### src/rtl/tam_pkg.sv
package tam_pkg;

    localparam int unsigned A7_W  = 7;
    localparam int unsigned BYTE_W = A7_W + 1;
    localparam int unsigned RSV_W = 4;

    localparam logic [A7_W-1:0]  ADR_HOST   = 7'b0001000;
    localparam logic [A7_W-1:0]  ADR_DFLT   = 7'b1100001;
    localparam logic [A7_W-1:0]  ADR_ALERT  = 7'b0001100;
    localparam logic [4:0]       HDR10_TAG  = 5'b11110;

    typedef enum logic {
        ST_IDLE  = 1'b0,
        ST_HDR10 = 1'b1
    } tam_st_e;

    typedef struct packed {
        tam_st_e         st;
        logic            dec_vld;
        logic            dec_ack;
        logic            hit;
        logic [A7_W-1:0] code;
        logic            dir;
        logic [A7_W-1:0] hdr_code;
        logic            hdr_dir;
    } tam_state_t;

endpackage

### src/rtl/tam_own1_cmp.sv
module tam_own1_cmp #(
    parameter int unsigned EXT_W = 10
) (
    input  logic [7:0]       byte_i,
    input  logic [EXT_W-1:0] own_i,
    input  logic             ten_i,
    input  logic             en_i,
    output logic             hit7_o,
    output logic             hdr_o,
    output logic             lo_o
);
    import tam_pkg::*;

    localparam int unsigned HI_W = EXT_W - 8;

    // seven-bit mode: exact compare of address bits
    assign hit7_o = en_i && !ten_i && (byte_i[7:1] == own_i[A7_W-1:0]);
    // ten-bit header: tag, upper address bits, any R/W
    assign hdr_o  = en_i && ten_i && (byte_i[7:3] == HDR10_TAG)
                    && (byte_i[2:1] == own_i[EXT_W-1 -: HI_W]);
    // ten-bit second byte: low eight address bits
    assign lo_o   = en_i && ten_i && (byte_i == own_i[7:0]);

endmodule

### src/rtl/tam_own2_cmp.sv
module tam_own2_cmp #(
    parameter int unsigned ADDR_W = 7,
    parameter int unsigned MSK_W  = 3
) (
    input  logic [ADDR_W-1:0] addr_i,
    input  logic [ADDR_W-1:0] own_i,
    input  logic [MSK_W-1:0]  msk_i,
    input  logic              en_i,
    output logic              hit_o
);
    import tam_pkg::*;

    logic [ADDR_W-1:0] care;
    logic              eq;
    logic              rsv;

    // bit i of the seven-bit address is compared when i >= mask code
    for (genvar i = 0; i < ADDR_W; i++) begin : g_care
        assign care[i] = (int'(msk_i) <= i);
    end

    assign eq    = ((care & (addr_i ^ own_i)) == '0);
    assign rsv   = (addr_i[ADDR_W-1 -: RSV_W] == '0) ||
                   (addr_i[ADDR_W-1 -: RSV_W] == '1);
    assign hit_o = en_i && eq && !((msk_i != '0) && rsv);

endmodule

### src/rtl/tam_special_dec.sv
module tam_special_dec (
    input  logic [7:0] byte_i,
    input  logic       gc_en_i,
    input  logic       host_en_i,
    input  logic       dflt_en_i,
    input  logic       alert_en_i,
    output logic       hit_o
);
    import tam_pkg::*;

    logic gc_hit, host_hit, dflt_hit, alert_hit;

    assign gc_hit    = gc_en_i && (byte_i == 8'h00);
    assign host_hit  = host_en_i && (byte_i[7:1] == ADR_HOST);
    assign dflt_hit  = dflt_en_i && (byte_i[7:1] == ADR_DFLT);
    // alert response only answered in device mode
    assign alert_hit = alert_en_i && !host_en_i && (byte_i[7:1] == ADR_ALERT);
    assign hit_o     = gc_hit || host_hit || dflt_hit || alert_hit;

endmodule

### src/rtl/tam_addr_filter.sv
module tam_addr_filter #(
    parameter int unsigned ADDR_W = 7,
    parameter int unsigned EXT_W  = 10,
    parameter int unsigned MSK_W  = 3
) (
    input  logic              clk,
    input  logic              rst_n,
    input  logic [7:0]        addr_byte,
    input  logic              first_vld,
    input  logic              second_vld,
    input  logic [EXT_W-1:0]  own1_addr,
    input  logic              own1_ten,
    input  logic              own1_en,
    input  logic [ADDR_W-1:0] own2_addr,
    input  logic [MSK_W-1:0]  own2_msk,
    input  logic              own2_en,
    input  logic              gc_en,
    input  logic              host_en,
    input  logic              dflt_en,
    input  logic              alert_en,
    input  logic              match_clr,
    output logic              dec_vld,
    output logic              dec_ack,
    output logic              match_flag,
    output logic [ADDR_W-1:0] match_code,
    output logic              match_dir
);
    import tam_pkg::*;

    tam_state_t st_d, st_q;
    logic o1_hit7, o1_hdr, o1_lo, o2_hit, sp_hit;

    tam_own1_cmp #(.EXT_W(EXT_W)) own1_i (
        .byte_i (addr_byte),
        .own_i  (own1_addr),
        .ten_i  (own1_ten),
        .en_i   (own1_en),
        .hit7_o (o1_hit7),
        .hdr_o  (o1_hdr),
        .lo_o   (o1_lo)
    );

    tam_own2_cmp #(.ADDR_W(ADDR_W), .MSK_W(MSK_W)) own2_i (
        .addr_i (addr_byte[7:1]),
        .own_i  (own2_addr),
        .msk_i  (own2_msk),
        .en_i   (own2_en),
        .hit_o  (o2_hit)
    );

    tam_special_dec spec_i (
        .byte_i     (addr_byte),
        .gc_en_i    (gc_en),
        .host_en_i  (host_en),
        .dflt_en_i  (dflt_en),
        .alert_en_i (alert_en),
        .hit_o      (sp_hit)
    );

    always_comb begin
        st_d         = st_q;
        st_d.dec_vld = 1'b0;
        st_d.dec_ack = 1'b0;
        if (first_vld) begin
            if (o1_hdr) begin
                st_d.st       = ST_HDR10;
                st_d.hdr_code = addr_byte[7:1];
                st_d.hdr_dir  = addr_byte[0];
            end else begin
                st_d.st      = ST_IDLE;
                st_d.dec_vld = 1'b1;
                st_d.dec_ack = o1_hit7 || o2_hit || sp_hit;
                if (st_d.dec_ack) begin
                    st_d.hit  = 1'b1;
                    st_d.code = addr_byte[7:1];
                    st_d.dir  = addr_byte[0];
                end
            end
        end else if (second_vld && (st_q.st == ST_HDR10)) begin
            st_d.st      = ST_IDLE;
            st_d.dec_vld = 1'b1;
            st_d.dec_ack = o1_lo;
            if (o1_lo) begin
                st_d.hit  = 1'b1;
                st_d.code = st_q.hdr_code;
                st_d.dir  = st_q.hdr_dir;
            end
        end
        if (match_clr) begin
            st_d.hit = 1'b0;
        end
    end

    always_ff @(posedge clk or negedge rst_n) begin
        if (!rst_n) begin
            st_q <= '{st: ST_IDLE, default: '0};
        end else begin
            st_q <= st_d;
        end
    end

    assign dec_vld    = st_q.dec_vld;
    assign dec_ack    = st_q.dec_ack;
    assign match_flag = st_q.hit;
    assign match_code = st_q.code;
    assign match_dir  = st_q.dir;

    AST_DEC_HAS_CAUSE: assert property (@(posedge clk) disable iff (!rst_n)
        dec_vld |-> $past(first_vld || second_vld));

    AST_HDR10_DEFERS: assert property (@(posedge clk) disable iff (!rst_n)
        (first_vld && own1_en && own1_ten && (addr_byte[7:3] == 5'b11110)
         && (addr_byte[2:1] == own1_addr[EXT_W-1 -: 2])) |=> !dec_vld);

    AST_CLR_WINS: assert property (@(posedge clk) disable iff (!rst_n)
        match_clr |=> !match_flag);

    AST_ACK_SETS_FLAG: assert property (@(posedge clk) disable iff (!rst_n)
        (dec_vld && dec_ack && !$past(match_clr)) |-> match_flag);

    AST_NACK_KEEPS_CODE: assert property (@(posedge clk) disable iff (!rst_n)
        (dec_vld && !dec_ack) |-> ($stable(match_code) && $stable(match_dir)));

endmodule

### config.mk
export PLATFORM = sky130hd
export DESIGN_NAME = tam_addr_filter
export DESIGN_NICKNAME = d
export VERILOG_FILES = /design/src/rtl/tam_pkg.sv /design/src/rtl/tam_own1_cmp.sv /design/src/rtl/tam_own2_cmp.sv /design/src/rtl/tam_special_dec.sv /design/src/rtl/tam_addr_filter.sv
export SDC_FILE = /design/constraint.sdc
export NUM_CORES = 1
export LEC_CHECK = 0
export BUFFER_PORTS_ARGS = -buffer_cell sky130_fd_sc_hd__buf_2
export CAP_MARGIN = 20
export CELL_PAD_IN_SITES_DETAIL_PLACEMENT = 0
export CELL_PAD_IN_SITES_GLOBAL_PLACEMENT = 1
export CORE_ASPECT_RATIO = 0.5
export CORE_UTILIZATION = 39
export DETAILED_ROUTE_END_ITERATION = 8
export GPL_ROUTABILITY_DRIVEN = 0
export GPL_TIMING_DRIVEN = 0
export MAX_ROUTING_LAYER = met4
export PLACE_DENSITY = 0.88
export SLEW_MARGIN = 10
export SYNTH_ARGS = -nofsm -noshare
export SYNTH_HDL_FRONTEND = slang
export SYNTH_SLANG_ARGS = --single-unit
### constraint.sdc
create_clock -name clk -period 4.9 [get_ports clk]
set_clock_uncertainty 0.1 [all_clocks]
set_input_delay 0.735 -clock clk [delete_from_list [all_inputs] [get_ports clk]]
set_output_delay 0.735 -clock clk [all_outputs]
set_load 0.05 [all_outputs]
== Word level (Yosys, flattened, before mapping) ==
Index checks and enable logic that the tools add are counted.
W data, S select, Z words.

* Magnitude comparators: 7
* Equal/unequal tests: 12
* Mux-type cells: 7
* Bitwise gates (word level): 2
* Reduce and logical (&&, ||, !) cells: 35

{| class="wikitable"
|+ Operators with widths
! kind !! count
|-
| $mux W12 || 2
|-
| $mux W9 || 2
|-
| $logic_and A1 B1 Y1 || 15
|-
| $eq A7 B4 Y1 const B || 2
|-
| $mux W11 || 1
|-
| $le A3 B3 Y1 const B || 3
|-
| $reduce_bool A3 Y1 || 3
|-
| $eq A8 B8 Y1 || 1
|-
| $logic_not A8 Y1 || 1
|-
| $reduce_and A4 Y1 || 2
|-
| $and A7 B7 Y7 || 1
|-
| $eq A7 B7 Y1 || 1
|-
| $eq A7 B7 Y1 const B || 1
|-
| $logic_not A7 Y1 || 1
|-
| $xor A7 B7 Y7 || 1
|-
| $le A3 B1 Y1 const B || 2
|-
| $le A3 B2 Y1 const B || 2
|-
| $logic_or A1 B1 Y1 || 6
|-
| $eq A5 B5 Y1 const B || 1
|-
| $eq A4 B4 Y1 const B || 1
|-
| $logic_not A4 Y1 || 1
|-
| $reduce_bool A2 Y1 || 2
|-
| $logic_not A1 Y1 || 3
|-
| $ne A3 B1 Y1 const B || 1
|-
| other kinds (6) || 7
|}

* Register bits: 20
* Bits of input ports: 40
* Output and inout port bits: 11
* Word-level logic and storage cells: 71

== Logic depth before layout (Yosys ltp) ==
* Depth after elaboration: 11
* Depth in mapped cells: 7
* Mapped depth without buffers: 6

== By module ==
Synthesis repeated with hierarchy kept, for this count alone.

* Cells, all modules: 129
* Area total of the unflattened synthesis: 1,332.5 um^2

{| class="wikitable"
|+ By module, submodules not included
! module !! instances !! cells each !! area an instance (um^2) !! seq. area each (um^2)
|-
| tam_addr_filter || 1 || 72 || 902.1 || 500.5
|-
| tam_own1_cmp || 1 || 27 || 216.5 || 0.0
|-
| tam_own2_cmp || 1 || 20 || 150.1 || 0.0
|-
| tam_special_dec || 1 || 10 || 63.8 || 0.0
|}

== Worst setup path after synthesis ==
No wires, ideal clock.

* Path type: input port to flip-flop
* From: input addr_byte[2]
* To: register st_q (netlist bit match_code[0])
* Library setup time: 0.125 ns
* Arrival time: 2.334 ns
* Required time: 4.675 ns
* Setup slack: 2.341 ns
* Cell stages on the path: 6
* Path buffers: 1
* Cell sequence: buf_6 -> xnor2_1 -> a41oi_4 -> o31a_1 -> a311oi_4 -> mux2_2

* Word-level cells in the longest chain between the ends: 9
* Elaborated cells on any way between the ends: 28
* Classes of those cells: eq/ne (8); bitwise (2); reduce/logical (18)

{| class="wikitable"
|+ Ends and longest elaborated chain
! what !! line !! text
|-
| start, declared || tam_addr_filter.sv:8 || <nowiki>input logic [7:0] addr_byte,</nowiki>
|-
| $xor A7 B7 Y7 || tam_own2_cmp.sv:22 || <nowiki>assign eq = ((care & (addr_i ^ own_i)) == '0);</nowiki>
|-
| $and A7 B7 Y7 || tam_own2_cmp.sv:22 ||
|-
| $logic_not A7 Y1 || tam_own2_cmp.sv:22 ||
|-
| $logic_and A1 B1 Y1 (2 in a row) || tam_own2_cmp.sv:25 || <nowiki>assign hit_o = en_i && eq && !((msk_i != '0) && rsv);</nowiki>
|-
| $logic_or A1 B1 Y1 (2 in a row) || tam_addr_filter.sv:72 || <nowiki>st_d.dec_ack = o1_hit7 || o2_hit || sp_hit;</nowiki>
|-
| $ne A2 B1 Y1 (no line) || n/a ||
|-
| $reduce_and A4 Y1 (no line) (*) || n/a ||
|-
| end signal, assigned || tam_addr_filter.sv:98 || <nowiki>st_q <= st_d;</nowiki>
|-
| end, declared || tam_addr_filter.sv:30 || <nowiki>tam_state_t st_d, st_q;</nowiki>
|}

Mark *: on every way between the ends. The rest lies on a longest branch, timed or not.
A chain may end at the register's enable or synchronous reset.

== Worst setup path in the final report ==
* From: input addr_byte[2]
* To: register st_q (netlist bit match_code[6])

Same word-level chain as after synthesis.

==> flow_metrics.tcl <==
set metrics [dict create \
    status "finished, final reports clean" \
    pin_count 51 \
    dp_slack_ns 2.05 \
    worstSetupEndpointType "flop" \
    path_max_fanout 10 \
    routed_via_density 5.14 \
    synth_commonest_cells "20 x dfrtp_1, 18 x xnor2_1, 11 x buf_4, 11 x mux2_2, 9 x a22o_1" \
    crit_slowest_cell "a311oi_4" \
    synth.net_count 165 \
    drc 0 \
    track_usage_pct 17.7 \
    path_buf_inv 1 \
    powerDensity_nw_per_um2 315 \
    antenna_cells 0 \
    die_w_um 85.4 \
    worst_slack_ns 2.35 \
    yosys.area_share.xor_xnor_pct 15.5 \
    globalRouteOverflowTotal 0 \
    drtIter0Drc 68 \
    grt_antenna_before_repair 0 \
    clock_latency_ns 0.25 \
    synth.distinct_cells 33 \
    drtAntennaViolNets 0 \
    cp.arrival_ns 2.59 \
    min_period_over_period_pct 52.0 \
    hold_path_class "in2async" \
    dpl.hpwl_um 2240 \
    muxShareOfSynthArea_pct 9.13 \
    grt_max_degree 21 \
    fillers 296 \
    vias 1084 \
    hold_violations 0 \
    grt_pass1_wl_um 5000 \
    synth.avg_cell_area_um2 10.9 \
    grt_pass1_vias 1102 \
    root_buffer "clkbuf_8" \
    first_pass_iters 4 \
    yosysSeqAreaShare_pct 36.9 \
    max_freq_mhz 392 \
    syn_area_um2 1360 \
    cts_setup_buffers 0 \
    synth_top_area_cell "dfrtp_1" \
    start_util_pct 43.0 \
    drt_wl_total_um 2910 \
    clock_path_buffers 2 \
    fp.dieH_um 43.7 \
    cap_violations 0 \
    drive_gt1_share_pct 44.4 \
    synthFlopType "dfrtp_1" \
    die-area_um2 3730 \
    placementRows 14 \
    cts_tree "yes" \
    path_clk_slew_ns 0.07 \
    synth_seq_cells 20 \
    crit_chain "buf_6 > xnor2_1 > a41oi_4 > o31a_1 > a311oi_4 > mux2_2" \
    cts_buffers 3 \
    crit_type "in2reg" \
    slowest_delay_ns 0.60 \
    startpoint_type "input pin" \
    finalSetupTns_ns 0 \
    routedWlPerCell_um 13.8 \
    cts.sinks 20 \
    cp.required_ns 4.94 \
    multi_input_area_um2 729 \
    finalPower_w 0.000524 \
    synthAdderAreaFrac_pct 0 \
    seqCellArea_um2 500 \
    synth_edf_count 0 \
    worst_pin_slew_ns 0.638 \
    synthesis.instances 125 \
    hold_buffers 0 \
    irDropWorstVdd_mv 0.0947 \
    leakage_nw 0.817 \
    yosys_warnings 0 \
    synth_top_family_by_area "XOR/XNOR gates" \
    ys_top_cells_by_area "dfrtp_1 37%, xnor2_1 12%, mux2_2 9.1%, buf_4 6.1%, a22o_1 5.8%" \
    yosysMostFrequentCell "dfrtp_1" \
    slew_violations 0 \
    finalNetCount 213 \
    synthArstFlopShare_pct 100 \
    path_delay_family "compound AO/OA/AOI/OAI gates" \
    cts_resized 0 \
    synthSimpleGateAreaFrac_pct 13.8 \
    relSlewSlack_pct 57.4 \
    core_um2 3150 \
    min_period_ns 2.55 \
    portBuffers 43 \
    setup_viol 0 \
    netlist.area_leader.share_pct 36.9 \
    synth-compound-area-share_pct 15.3 \
    htree_levels 1 \
    grt_setup_unrepaired "false" \
    area_delta_synth_final_pct 22.6 \
]
## routing by layer
metal  vias up  GRT usage, %  part of all wire (%)
met5         -             -                     0
met4         0          5.67                  0.93
met3         4          1.33                   6.2
met2        37          28.3                    45
met1       509          24.3                    48
li1        534             -                     -
## report_power, final
group / internal, W / switching, W
logic: 0.0000862 / 0.000131
registers: 0.000189 / 0.0000111
clock network: 0.0000546 / 0.0000513
total: 0.000330 / 0.000194
## placed cells by master (no fill, tap or decap), types with 2 or more instances in the layout
cell / n
o21ai_0: 2
a21oi_1: 3
clkbuf_8: 3
o21bai_1: 2
mux2_2: 11
nand2b_1: 5
xnor2_1: 18
inv_1: 3
a22o_1: 9
dfrtp_1: 20
xor2_1: 6
nand2_1: 3
buf_6: 2
or3_1: 2
nor4_1: 6
buf_2: 45
buf_4: 11
nand4_1: 4
## logic make-up after synthesis
family / count (synthesis)
AND/OR/NAND/NOR: 30
flip-flops: 20
AO/OA/AOI/OAI: 22
multiplexers: 11
XOR/XNOR: 24
buffers and inverters: 18
## stage by stage
stage	util (%)	instances	hold WS [ns]	cell area, um^2
6_report	52.7	211	0.313	1660
5_1_grt	52.7	211	0.348	1660
4_1_cts	52.7	211	0.336	1660
3_5_place_dp	51.4	208	0.353	1620
3_3_place_gp	51.4	208	0.349	1620
2_1_floorplan	-	125	0.335	1360
## path summary, 6_finish.rpt
| path | from | to | slack (ns) | depth (start not counted) |
|---|---|---|---|---|
| max in group asynchronous | rst_n | dec_vld | 4.08 | 1 |
| worst min register to register | st_q[5] | st_q[5] | 0.37 | 1 |
| worst max-delay path | addr_byte[2] | match_code[6] | 2.35 | 6 |
| worst max register to register | st_q[19] | match_code[6] | 2.87 | 6 |
| min in group clk | st_q[5] | st_q[5] | 0.37 | 1 |
| worst min-delay path | rst_n | match_dir | 0.31 | 1 |
## final cells by class
cell class	count	share of cell area [%]
sequential	20	30.1
multi-input combinational	87	43.9
clock buffer	3	2.48
inverter	3	0.677
tap	40	3.01
timing repair buffer	43	12.9
buffer	15	6.92
## flip-flops by register name (all words and copies together), names as in the netlist
signal / cells
st_q: 9
match_code: 7
dec_ack: 1
dec_vld: 1
match_dir: 1
match_flag: 1
## worst register-to-register path: stages (launching register included)
cell,delay [ns]
dfrtp_1,0.38
and3_1,0.16
buf_2,0.18
nand4_1,0.09
nor4_1,0.07
a311oi_4,0.54
mux2_2,0.41
Note: power is estimated with default switching activity, not from simulation.
